==> src/rtl/nand_seq_pkg.sv <==
// Shared types and flash opcodes for the NAND command sequencer.
package nand_seq_pkg;

    typedef enum logic [2:0] {
        OP_RESET  = 3'd0,
        OP_READID = 3'd1,
        OP_READ   = 3'd2,
        OP_PROG   = 3'd3,
        OP_ERASE  = 3'd4
    } op_e;

    typedef enum logic [3:0] {
        S_IDLE, S_CMD1, S_ADDR, S_WDATA, S_CMD2, S_STCMD,
        S_STRD, S_EXIT, S_RDATA, S_IDRD, S_RBWAIT, S_DONE
    } state_e;

    localparam logic [7:0] FC_RESET      = 8'hFF;
    localparam logic [7:0] FC_READID     = 8'h90;
    localparam logic [7:0] FC_READ_SETUP = 8'h00;
    localparam logic [7:0] FC_READ_GO    = 8'h30;
    localparam logic [7:0] FC_PROG_SETUP = 8'h80;
    localparam logic [7:0] FC_PROG_GO    = 8'h10;
    localparam logic [7:0] FC_ERASE_SETUP= 8'h60;
    localparam logic [7:0] FC_ERASE_GO   = 8'hD0;
    localparam logic [7:0] FC_STATUS     = 8'h70;
    localparam int         STAT_RDY_BIT  = 6;

endpackage

==> src/rtl/nand_seq_timer.sv <==
// Wait-step watchdog: counts cycles while run is high, saturates at LIMIT.
// Assumes clear is asserted whenever the sequencer is outside a wait state.
module nand_seq_timer #(
    parameter int LIMIT = 2000000
) (
    input  logic clk,
    input  logic rst_n,
    input  logic clear,
    input  logic run,
    output logic expired
);
    localparam int TW = $clog2(LIMIT + 1);

    logic [TW-1:0] cnt;

    assign expired = (cnt == TW'(LIMIT));

    // Count cycles spent in the current wait; restart on clear.
    always_ff @(posedge clk) begin
        if (!rst_n || clear) cnt <= '0;
        else if (run && !expired) cnt <= cnt + 1'b1;
    end


    timeout_hold_chk: assert property (@(posedge clk) disable iff (!rst_n)
        (expired && !clear) |=> expired);


    timeout_restart_chk: assert property (@(posedge clk) disable iff (!rst_n)
        clear |=> !expired);

endmodule

==> src/rtl/nand_seq_addr.sv <==
// Address byte selector: returns byte idx of the column+row address,
// column bytes first then row bytes, each low byte first. With row_only
// the column bytes are skipped. Assumes idx stays inside the used range.
module nand_seq_addr #(
    parameter int COL_W = 16,
    parameter int ROW_W = 24,
    parameter int IDX_W = 3
) (
    input  logic [COL_W-1:0] col,
    input  logic [ROW_W-1:0] row,
    input  logic [IDX_W-1:0] idx,
    input  logic             row_only,
    output logic [7:0]       abyte
);
    localparam int COL_B = (COL_W + 7) / 8;
    localparam int ROW_B = (ROW_W + 7) / 8;

    logic [COL_B*8-1:0]         col_p;
    logic [ROW_B*8-1:0]         row_p;
    logic [(COL_B+ROW_B)*8-1:0] all_b;
    logic [IDX_W-1:0]           sel;

    // Pad the fields to whole bytes and pick the requested byte.
    always_comb begin
        col_p = '0;
        col_p[COL_W-1:0] = col;
        row_p = '0;
        row_p[ROW_W-1:0] = row;
        all_b = {row_p, col_p};
        sel   = row_only ? idx + IDX_W'(COL_B) : idx;
        abyte = all_b[int'(sel)*8 +: 8];
    end

endmodule

==> src/rtl/nand_seq.sv <==
// NAND command sequencer top. Accepts one request in idle, drives the
// command/address/data cycles (one strobe cycle per byte), finishes busy
// operations by status polling, and reports done/err. Assumes nf_rdy and
// nf_din are synchronous to clk and the host keeps wr_data valid whenever
// wr_take is high.
module nand_seq
    import nand_seq_pkg::*;
#(
    parameter int NBANK       = 4,
    parameter int ROW_W       = 24,
    parameter int COL_W       = 16,
    parameter int DATA_BYTES  = 2048,
    parameter int SPARE_BYTES = 64,
    parameter int CLK_KHZ     = 100000,
    parameter int TIMEOUT_MS  = 20
) (
    input  logic                     clk,
    input  logic                     rst_n,
    input  logic                     req_valid,
    input  logic [2:0]               req_op,
    input  logic [$clog2(NBANK)-1:0] req_bank,
    input  logic [ROW_W-1:0]         req_page,
    input  logic [COL_W-1:0]         req_col,
    input  logic                     req_spare_only,
    input  logic                     req_wait,
    output logic                     req_ready,
    output logic                     done,
    output logic                     err,
    output logic [31:0]              id_word,
    input  logic [7:0]               wr_data,
    output logic                     wr_take,
    output logic                     rd_valid,
    output logic [7:0]               rd_data,
    output logic                     fifo_clr,
    output logic [NBANK-1:0]         nf_ce_n,
    output logic                     nf_cle,
    output logic                     nf_ale,
    output logic                     nf_we_n,
    output logic                     nf_re_n,
    output logic [7:0]               nf_dout,
    input  logic [7:0]               nf_din,
    input  logic [NBANK-1:0]         nf_rdy
);
    localparam int BANK_W     = $clog2(NBANK);
    localparam int PAGE_BYTES = DATA_BYTES + SPARE_BYTES;
    localparam int CNT_W      = $clog2(PAGE_BYTES + 1);
    localparam int COL_B      = (COL_W + 7) / 8;
    localparam int ROW_B      = (ROW_W + 7) / 8;
    localparam int IDX_W      = $clog2(COL_B + ROW_B + 1);
    localparam int LIMIT      = CLK_KHZ * TIMEOUT_MS;
    localparam int ID_BYTES   = 4;

    state_e             state;
    op_e                op_q;
    logic [BANK_W-1:0]  bank_q;
    logic [ROW_W-1:0]   page_q;
    logic [COL_W-1:0]   col_q;
    logic               spare_q, wait_q, err_q;
    logic [CNT_W-1:0]   cnt, alen, nbytes;
    logic [31:0]        id_q;
    logic [7:0]         abyte;
    logic [COL_W-1:0]   col_eff;
    logic               expired, in_wait;

    // Operation-dependent lengths and the effective column.
    always_comb begin
        col_eff = spare_q ? COL_W'(DATA_BYTES) : col_q;
        nbytes  = spare_q ? CNT_W'(SPARE_BYTES) : CNT_W'(PAGE_BYTES);
        case (op_q)
            OP_READID: alen = CNT_W'(1);
            OP_ERASE:  alen = CNT_W'(ROW_B);
            default:   alen = CNT_W'(COL_B + ROW_B);
        endcase
    end

    nand_seq_addr #(.COL_W(COL_W), .ROW_W(ROW_W), .IDX_W(IDX_W)) u_addr (
        .col(col_eff), .row(page_q), .idx(cnt[IDX_W-1:0]),
        .row_only(op_q == OP_ERASE), .abyte(abyte)
    );

    assign in_wait = (state == S_STRD) || (state == S_RBWAIT);

    nand_seq_timer #(.LIMIT(LIMIT)) u_timer (
        .clk(clk), .rst_n(rst_n), .clear(!in_wait), .run(in_wait),
        .expired(expired)
    );

    // Main sequencing state machine.
    always_ff @(posedge clk) begin
        if (!rst_n) begin
            state    <= S_IDLE;
            op_q     <= OP_RESET;
            bank_q   <= '0;
            page_q   <= '0;
            col_q    <= '0;
            spare_q  <= 1'b0;
            wait_q   <= 1'b0;
            err_q    <= 1'b0;
            cnt      <= '0;
            id_q     <= '0;
            rd_valid <= 1'b0;
            rd_data  <= '0;
            fifo_clr <= 1'b0;
        end else begin
            rd_valid <= 1'b0;
            fifo_clr <= 1'b0;
            case (state)
                S_IDLE: if (req_valid) begin
                    op_q    <= op_e'(req_op);
                    bank_q  <= req_bank;
                    page_q  <= req_page;
                    col_q   <= req_col;
                    spare_q <= req_spare_only;
                    wait_q  <= req_wait;
                    err_q   <= 1'b0;
                    cnt     <= '0;
                    state   <= S_CMD1;
                end
                S_CMD1: begin
                    cnt   <= '0;
                    state <= (op_q == OP_RESET) ? S_RBWAIT : S_ADDR;
                end
                S_ADDR: if (cnt == alen - 1'b1) begin
                    cnt <= '0;
                    case (op_q)
                        OP_READID: state <= S_IDRD;
                        OP_PROG:   state <= S_WDATA;
                        default:   state <= S_CMD2;
                    endcase
                end else cnt <= cnt + 1'b1;
                S_WDATA: if (cnt == nbytes - 1'b1) begin
                    cnt   <= '0;
                    state <= S_CMD2;
                end else cnt <= cnt + 1'b1;
                S_CMD2:  state <= (op_q == OP_PROG && !wait_q) ? S_DONE : S_STCMD;
                S_STCMD: state <= S_STRD;
                S_STRD: if (nf_din[STAT_RDY_BIT]) state <= S_EXIT;
                        else if (expired) begin
                            err_q <= 1'b1;
                            state <= S_DONE;
                        end
                S_EXIT: begin
                    cnt   <= '0;
                    state <= (op_q == OP_READ) ? S_RDATA : S_DONE;
                end
                S_RDATA: begin
                    rd_valid <= 1'b1;
                    rd_data  <= nf_din;
                    if (cnt == nbytes - 1'b1) state <= S_DONE;
                    cnt <= cnt + 1'b1;
                end
                S_IDRD: begin
                    id_q[int'(cnt[1:0])*8 +: 8] <= nf_din;
                    if (cnt == CNT_W'(ID_BYTES - 1)) state <= S_DONE;
                    cnt <= cnt + 1'b1;
                end
                S_RBWAIT: if (nf_rdy[bank_q]) begin
                    fifo_clr <= 1'b1;
                    state    <= S_DONE;
                end else if (expired) begin
                    err_q <= 1'b1;
                    state <= S_DONE;
                end
                S_DONE:  state <= S_IDLE;
                default: state <= S_IDLE;
            endcase
        end
    end

    // Bus strobes and handshake outputs decoded from the current state.
    always_comb begin
        req_ready = (state == S_IDLE);
        done      = (state == S_DONE);
        err       = done && err_q;
        id_word   = id_q;
        wr_take   = (state == S_WDATA);
        nf_cle    = (state == S_CMD1) || (state == S_CMD2) ||
                    (state == S_STCMD) || (state == S_EXIT);
        nf_ale    = (state == S_ADDR);
        nf_we_n   = !(nf_cle || nf_ale || wr_take);
        nf_re_n   = !((state == S_STRD) || (state == S_RDATA) || (state == S_IDRD));
        case (state)
            S_CMD1: case (op_q)
                OP_RESET:  nf_dout = FC_RESET;
                OP_READID: nf_dout = FC_READID;
                OP_READ:   nf_dout = FC_READ_SETUP;
                OP_PROG:   nf_dout = FC_PROG_SETUP;
                default:   nf_dout = FC_ERASE_SETUP;
            endcase
            S_CMD2: case (op_q)
                OP_READ:   nf_dout = FC_READ_GO;
                OP_PROG:   nf_dout = FC_PROG_GO;
                default:   nf_dout = FC_ERASE_GO;
            endcase
            S_STCMD: nf_dout = FC_STATUS;
            S_EXIT:  nf_dout = FC_READ_SETUP;
            S_ADDR:  nf_dout = (op_q == OP_READID) ? 8'h00 : abyte;
            S_WDATA: nf_dout = wr_data;
            default: nf_dout = 8'h00;
        endcase
    end

    // One active-low enable per bank, low only for the latched bank.
    for (genvar b = 0; b < NBANK; b++) begin : g_ce
        assign nf_ce_n[b] = !((state != S_IDLE) && (bank_q == BANK_W'(b)));
    end


    ce_single_chk: assert property (@(posedge clk) disable iff (!rst_n)
        !req_ready |-> $onehot(~nf_ce_n));


    ce_idle_chk: assert property (@(posedge clk) disable iff (!rst_n)
        req_ready |-> (&nf_ce_n));


    bank_hold_chk: assert property (@(posedge clk) disable iff (!rst_n)
        (!req_ready && req_valid) |=> $stable(bank_q));


    done_pulse_chk: assert property (@(posedge clk) disable iff (!rst_n)
        done |=> (!done && req_ready));


    strobe_excl_chk: assert property (@(posedge clk) disable iff (!rst_n)
        !nf_we_n |-> (nf_re_n && !(nf_cle && nf_ale)));


    no_cmd_after_err_chk: assert property (@(posedge clk) disable iff (!rst_n)
        err |=> (nf_we_n && nf_re_n));

endmodule

==> config.mk <==
export PLATFORM = sky130hd
export DESIGN_NAME = nand_seq
export DESIGN_NICKNAME = d
export VERILOG_FILES = /design/src/rtl/nand_seq_pkg.sv /design/src/rtl/nand_seq_timer.sv /design/src/rtl/nand_seq_addr.sv /design/src/rtl/nand_seq.sv
export SDC_FILE = /design/constraint.sdc
export NUM_CORES = 1
export LEC_CHECK = 0
export BUFFER_PORTS_ARGS = -buffer_cell sky130_fd_sc_hd__buf_2
export CAP_MARGIN = 20
export CORE_AREA = 2 2 181 94
export CTS_CLUSTER_DIAMETER = 80
export DETAILED_ROUTE_END_ITERATION = 16
export DIE_AREA = 0 0 183 96
export GPL_ROUTABILITY_DRIVEN = 0
export PLACE_DENSITY_LB_ADDON = 0.15
export SLEW_MARGIN = 25
export SYNTH_ARGS = -nofsm -noshare
export SYNTH_HDL_FRONTEND = slang
export SYNTH_SLANG_ARGS = --single-unit
==> constraint.sdc <==
create_clock -name clk -period 4.2 [get_ports clk]
set_clock_uncertainty 0.1 [all_clocks]
set_input_delay 0.42 -clock clk [delete_from_list [all_inputs] [get_ports clk]]
set_output_delay 0.42 -clock clk [all_outputs]
set_load 0.1 [all_outputs]
# ---- After elaboration in Yosys (flattened, before gate mapping)
# Cells that the tools add are included.
dict set report totals {
  output_inout_bits 62
  ff_bits 127
  word_cells 127
}
dict set report op_classes {
  n_shift 3
  n_reduce_logical 39
  n_lt_le_gt_ge 1
  addsub 6
  n_eq_ne 29
  n_mux 35
}
# op n
set op_table {}
lappend op_table {{$pmux 12 s5} 1}
lappend op_table {{$mux 12} 4}
lappend op_table {{$pmux 4 s11} 1}
lappend op_table {{$mux 4} 10}
lappend op_table {{$pmux 8 s5} 1}
lappend op_table {{$shiftx 40x7->8} 1}
lappend op_table {{$neg 5->33} 1}
lappend op_table {{$shift 8x33->32 const A} 1}
lappend op_table {{$shiftx 8x33->32} 1}
lappend op_table {{$bwmux 32} 1}
lappend op_table {{$pmux 8 s4} 1}
lappend op_table {{$eq 12x12->1} 2}
lappend op_table {{$sub 12x1->12 const B} 2}
lappend op_table {{$add 21x1->21 const B} 1}
lappend op_table {{$eq 21x21->1 const B} 1}
lappend op_table {{$eq 4x3->1 const B} 4}
lappend op_table {{$eq 4x4->1 const B} 4}
lappend op_table {{$mux 16} 1}
lappend op_table {{$pmux 8 s2} 1}
lappend op_table {{$add 12x1->12 const B} 1}
lappend op_table {{$eq 12x2->1 const B} 1}
lappend op_table {{$logic_not 1->1} 10}
lappend op_table {{$ne 2x2->1 const B} 5}
lappend op_table {{$logic_or 1x1->1} 9}
lappend op_table {{other kinds (29)} 48}

# ---- Logic depth before layout (Yosys ltp)
dict set report logic_depth {
  ltp_word 7
  ltp_mapped 8
  depth_no_buf 7
}

# ---- Cells and area by module
# A second synthesis with hierarchy kept.
dict set report unflattened {
  hier_cells 800
  area_unflattened_um2 6571.3
}
# mod cells_each instances area_per_inst_um2 seq_area_each_um2
set modules_own_cells {}
lappend modules_own_cells {nand_seq 627 1 5074.9 2122.0}
lappend modules_own_cells {nand_seq_timer 131 1 1116.1 420.4}
lappend modules_own_cells {nand_seq_addr 42 1 380.4 0.0}

# ---- Worst setup path after synthesis
# No wires, ideal clock.
dict set report synth_timing {
  path_type {flip-flop to output port}
  startpoint {register state[1]}
  endpoint {output port nf_dout[0]}
  slack_ns -0.946
  path_buffers 1
  path_stages_with_launch 6
  t_arrival_ns 4.626
  path_cell_list {dfxtp_1 > clkbuf_8 > nand2b_1 > nor3_2 > o21ai_1 > o21ai_0}
}
dict set report synth_between {
  elab_chain_cells 2
  elab_cells_between_ends 6
}
# item line_no
set synth_lines {}
lappend synth_lines {{start, declared} nand_seq.sv:53} ;# state_e state;
lappend synth_lines {{start signal, assigned} nand_seq.sv:121} ;# state <= (op_q == OP_RESET) ? S_RBWAIT : S_ADDR;
lappend synth_lines {{start signal, assigned} nand_seq.sv:135} ;# S_CMD2: state <= (op_q == OP_PROG && !wait_q) ? S_DONE : S_STCMD;
lappend synth_lines {{start signal, assigned} nand_seq.sv:144} ;# state <= (op_q == OP_READ) ? S_RDATA : S_DONE;
lappend synth_lines {{$eq 4x2->1} -}
lappend synth_lines {{net nf_ale} nand_seq.sv:37} ;# output logic nf_ale,
lappend synth_lines {{$pmux 8 s5} nand_seq.sv:182} ;# case (state)
lappend synth_lines {{end, declared} nand_seq.sv:40} ;# output logic [7:0] nf_dout,
# The timed path passes the listed nets, and every way through them passes these cells.

# ---- Final worst setup path
dict set report layout_timing {
  startpoint {register op_q[2]}
  endpoint {output port nf_dout[5]}
}
dict set report layout_between {
  elab_chain_cells 5
  elab_cells_between_ends 11
}
# item line_no
set layout_lines {}
lappend layout_lines {{start, declared} nand_seq.sv:54} ;# op_e op_q;
lappend layout_lines {{start signal, assigned} nand_seq.sv:109} ;# op_q <= op_e'(req_op);
lappend layout_lines {{$eq 3x3->1} nand_seq.sv:78} ;# .row_only(op_q == OP_ERASE), .abyte(abyte)
lappend layout_lines {{$mux 3} nand_seq_addr.sv:30} ;# sel = row_only ? idx + IDX_W'(COL_B) : idx;
lappend layout_lines {{$shiftx 40x7->8} nand_seq_addr.sv:31} ;# abyte = all_b[int'(sel)*8 +: 8];
lappend layout_lines {{$mux 8} nand_seq.sv:197} ;# S_ADDR: nf_dout = (op_q == OP_READID) ? 8'h00 : abyte;
lappend layout_lines {{$pmux 8 s5 *} nand_seq.sv:182}
# Mark *: on every way between the ends. The rest lies on a longest branch, timed or not.

==> out/metrics.cfg <==
[critical_path]
max_stage_delay_ps = 630
crit_fanout = 10
path_class = reg -> out
crit_arrival_ps = 3030
cpMaxStageDelayCell = mux2i_2
path_delay_family = multiplexers
reg2reg_to = cnt[9]
reg2reg_from = state[1]
cp-end-kind = primary output
reg2reg_depth = 6
path_cells = nor3b_4, mux2i_2, mux2i_1, o22ai_1, a221o_1, buf_2
worst-endpoint-required_ps = 3680
cp_num_buf_inv = 1
cp-start-kind = flip-flop
rrSetupSlack_ps = 1290

[synthesis]
synth_compound_gate_area_share_pct = 16.2
synth-simple-area-share_pct = 27.7
synth_edf_count = 0
synth-seq-cells = 127
synth_area_sq_um = 6330
synthAdderAreaFrac_pct = 1.78
syn_inst = 795
yosysWarnings = 0
synth_fp_nets = 874
synth_flop_cell = dfxtp_1
synth_top_family_by_area = simple AND/OR/NAND/NOR gates
syn_avg_cell_area_sq_um = 7.96
ys_types = 67
async_reset_ff_share_pct = 0
synth_area_leaders = dfxtp_1 (40%), nand2_1 (10%), a21oi_1 (8.2%)
synth_top_area_share_pct = 40.2
yosysTopAreaCell = dfxtp_1
synth_xor_area_share_pct = 4.27
synth_seq_area_share_pct = 40.2
synthMuxAreaShare_pct = 4.78

[finish]
mostFrequentLayoutCells = nand2_1 (175), buf_2 (131), dfxtp_1 (127)
diodes = 0
drive_above_1_share_pct = 22.3
fin_nets = 984
mostFrequentLayoutCell = nand2_1
fillerInstances = 1595
post-route-util_pct = 47.7
areaGrowthSynthToFinish_pct = 20.7

[timing]
post-route-period-util_pct = 84.6
fmax_ghz = 0.282
min_period_ps = 3550
fin_tns_setup_ps = 0
slew_headroom_pct = 36.6
setup_viol = 0
drv_slew = 0
worst_pin_slew_ps = 950
rsz0062_at_grt = false
hold_violations = 0

[cts]
cts-resized-gates = 0
cts_setup_buffers = 0
h-tree-depth = 4
clk_pin_slew_ps = 60
worstSkewPairLatency_ps = 420
root_buffer = clkbuf_16
cts_sinks = 127
cts_buffers = 17
max-clock-path-buffers = 2
cts_tree = yes
hold_buffers = 0

[run]
cap_violations = 0

[drt]
drtAntennaViolNets = 0
drt_iter0_markers = 510
routed_via_density = 5.35
drt-total-wl_microns = 19500
drc = 0
post_drt_wl_per_cell_microns = 17.3
first_pass_iters = 5
vias = 6032

[floorplan]
rows = 33
die_area_sq_um = 17600
die_h_microns = 96
initial_core_util_pct = 39.5
die_w_microns = 183
pin_count = 132
core_sq_um = 16000

[power]
p_per_area_nw_per_um2 = 672
p_leak_uw = 0.00291
max-vdd-ir-drop_mv = 0.442

[place]
place_hpwl_microns = 14300
port_buffers = 131

[global_route]
grt_pass1_vias = 5451
antenna_found_initial = 0
grt_pass1_wl_microns = 30800
grt_usage_pct = 23.0
overflow = 0
grt_max_degree = 64

[min_path]
hold_class = in -> reg
min_from = req_page[20]
hold-path-endpoint = page_q[20]
hold-path-cell-count = 3

[status]
status = finished clean

==> how the worst max path moves through the flow <==
stage | from | depth (start not counted) | to
after floorplan | state[1] | 5 | nf_dout[4]
after global placement | op_q[2] | 6 | nf_dout[5]
after detailed placement | op_q[2] | 6 | nf_dout[5]
after CTS | op_q[2] | 6 | nf_dout[5]
after global routing | op_q[2] | 6 | nf_dout[5]
final | op_q[2] | 6 | nf_dout[5]
==> cells in the mapped netlist (3+ instances only) <==
cell type and count:
a21oi_1 104, buf_1 3, mux2_2 13, xnor2_1 17, nand3_1 49, clkbuf_1 30
buf_2 12, a211oi_1 12, dfxtp_1 127, nor2_1 43, nand4_1 7, nor3_1 13
and3_1 9, nor3b_1 5, nor4_2 3, xor2_1 12, nor2b_1 4, o21ai_0 17
nor4_1 9, mux2i_1 12, nand2b_1 4, and2_1 4, a22oi_1 8, clkbuf_8 5
nand2_1 175, ha_1 9, o31ai_1 3, inv_1 17, a31oi_1 4, o221ai_1 3
o22ai_1 3, or3_1 13
==> worst register-to-register path, stage by stage (launching register included) <==
cell	delay, ps
dfxtp_1	850
nor2b_1	290
a21oi_1	590
nand2_1	210
nor2_1	410
buf_4	240
a211oi_1	80
==> state kept, by name, indices dropped and copies added (netlist names), 2 cells and up <==
register / count
cnt: 12
state: 4
op_q: 3
bank_q: 2
rd_data: 8
col_q: 16
u_timer.cnt: 21
id_word: 32
page_q: 24
==> power by group <==
| group | switching (uW) | total, uW | leakage, uW | internal, uW |
|---|---|---|---|---|
| logic | 1650 | 2200 | 0.00161 | 542 |
| registers | 189 | 1520 | 0.00103 | 1330 |
| clock network | 545 | 1420 | 0.000270 | 874 |
==> layout make-up <==
cell class                 count  area, sq um  share of cell area [%]
inverter                      17         63.8                   0.835
multi-input combinational    600         3470                    45.5
tap                          210          263                    3.44
clock inverter                 9          109                    1.43
clock buffer                  23          448                    5.86
sequential                   127         2540                    33.3
timing repair buffer         142          738                    9.66
==> metrics by stage <==
stage	power [uW]	cell area [sq um]	hold slack, ps	std cells	setup WS [ps]
after floorplan	3220	6340	332	795	114
after global placement	3730	7080	338	1096	1210
after detailed placement	3710	7080	344	1096	1090
after CTS	5140	7640	122	1128	649
after global routing	5380	7640	132	1128	526
final	5130	7640	133	1128	648
==> layer usage <==
layer,track usage (%),share of wire [%],vias to the layer above
met2,27.4,35,216
met1,37.2,56,2791
li1,-,-,3010
met3,7.30,7.9,15
met5,0,0,-
met4,5.47,0.86,0
==> logic make-up (layout without fill, tap and decap cells) <==
group                    Yosys count  after routing
AND/OR/NAND/NOR                  360            360
AO/OA/AOI/OAI                    174            174
flip-flops                       127            127
buffers and inverters             68            191
XOR/XNOR                          30             30
multiplexers                      27             27
adder cells (fa/ha/maj)            9              9
Power figures use the tool's default switching activity.
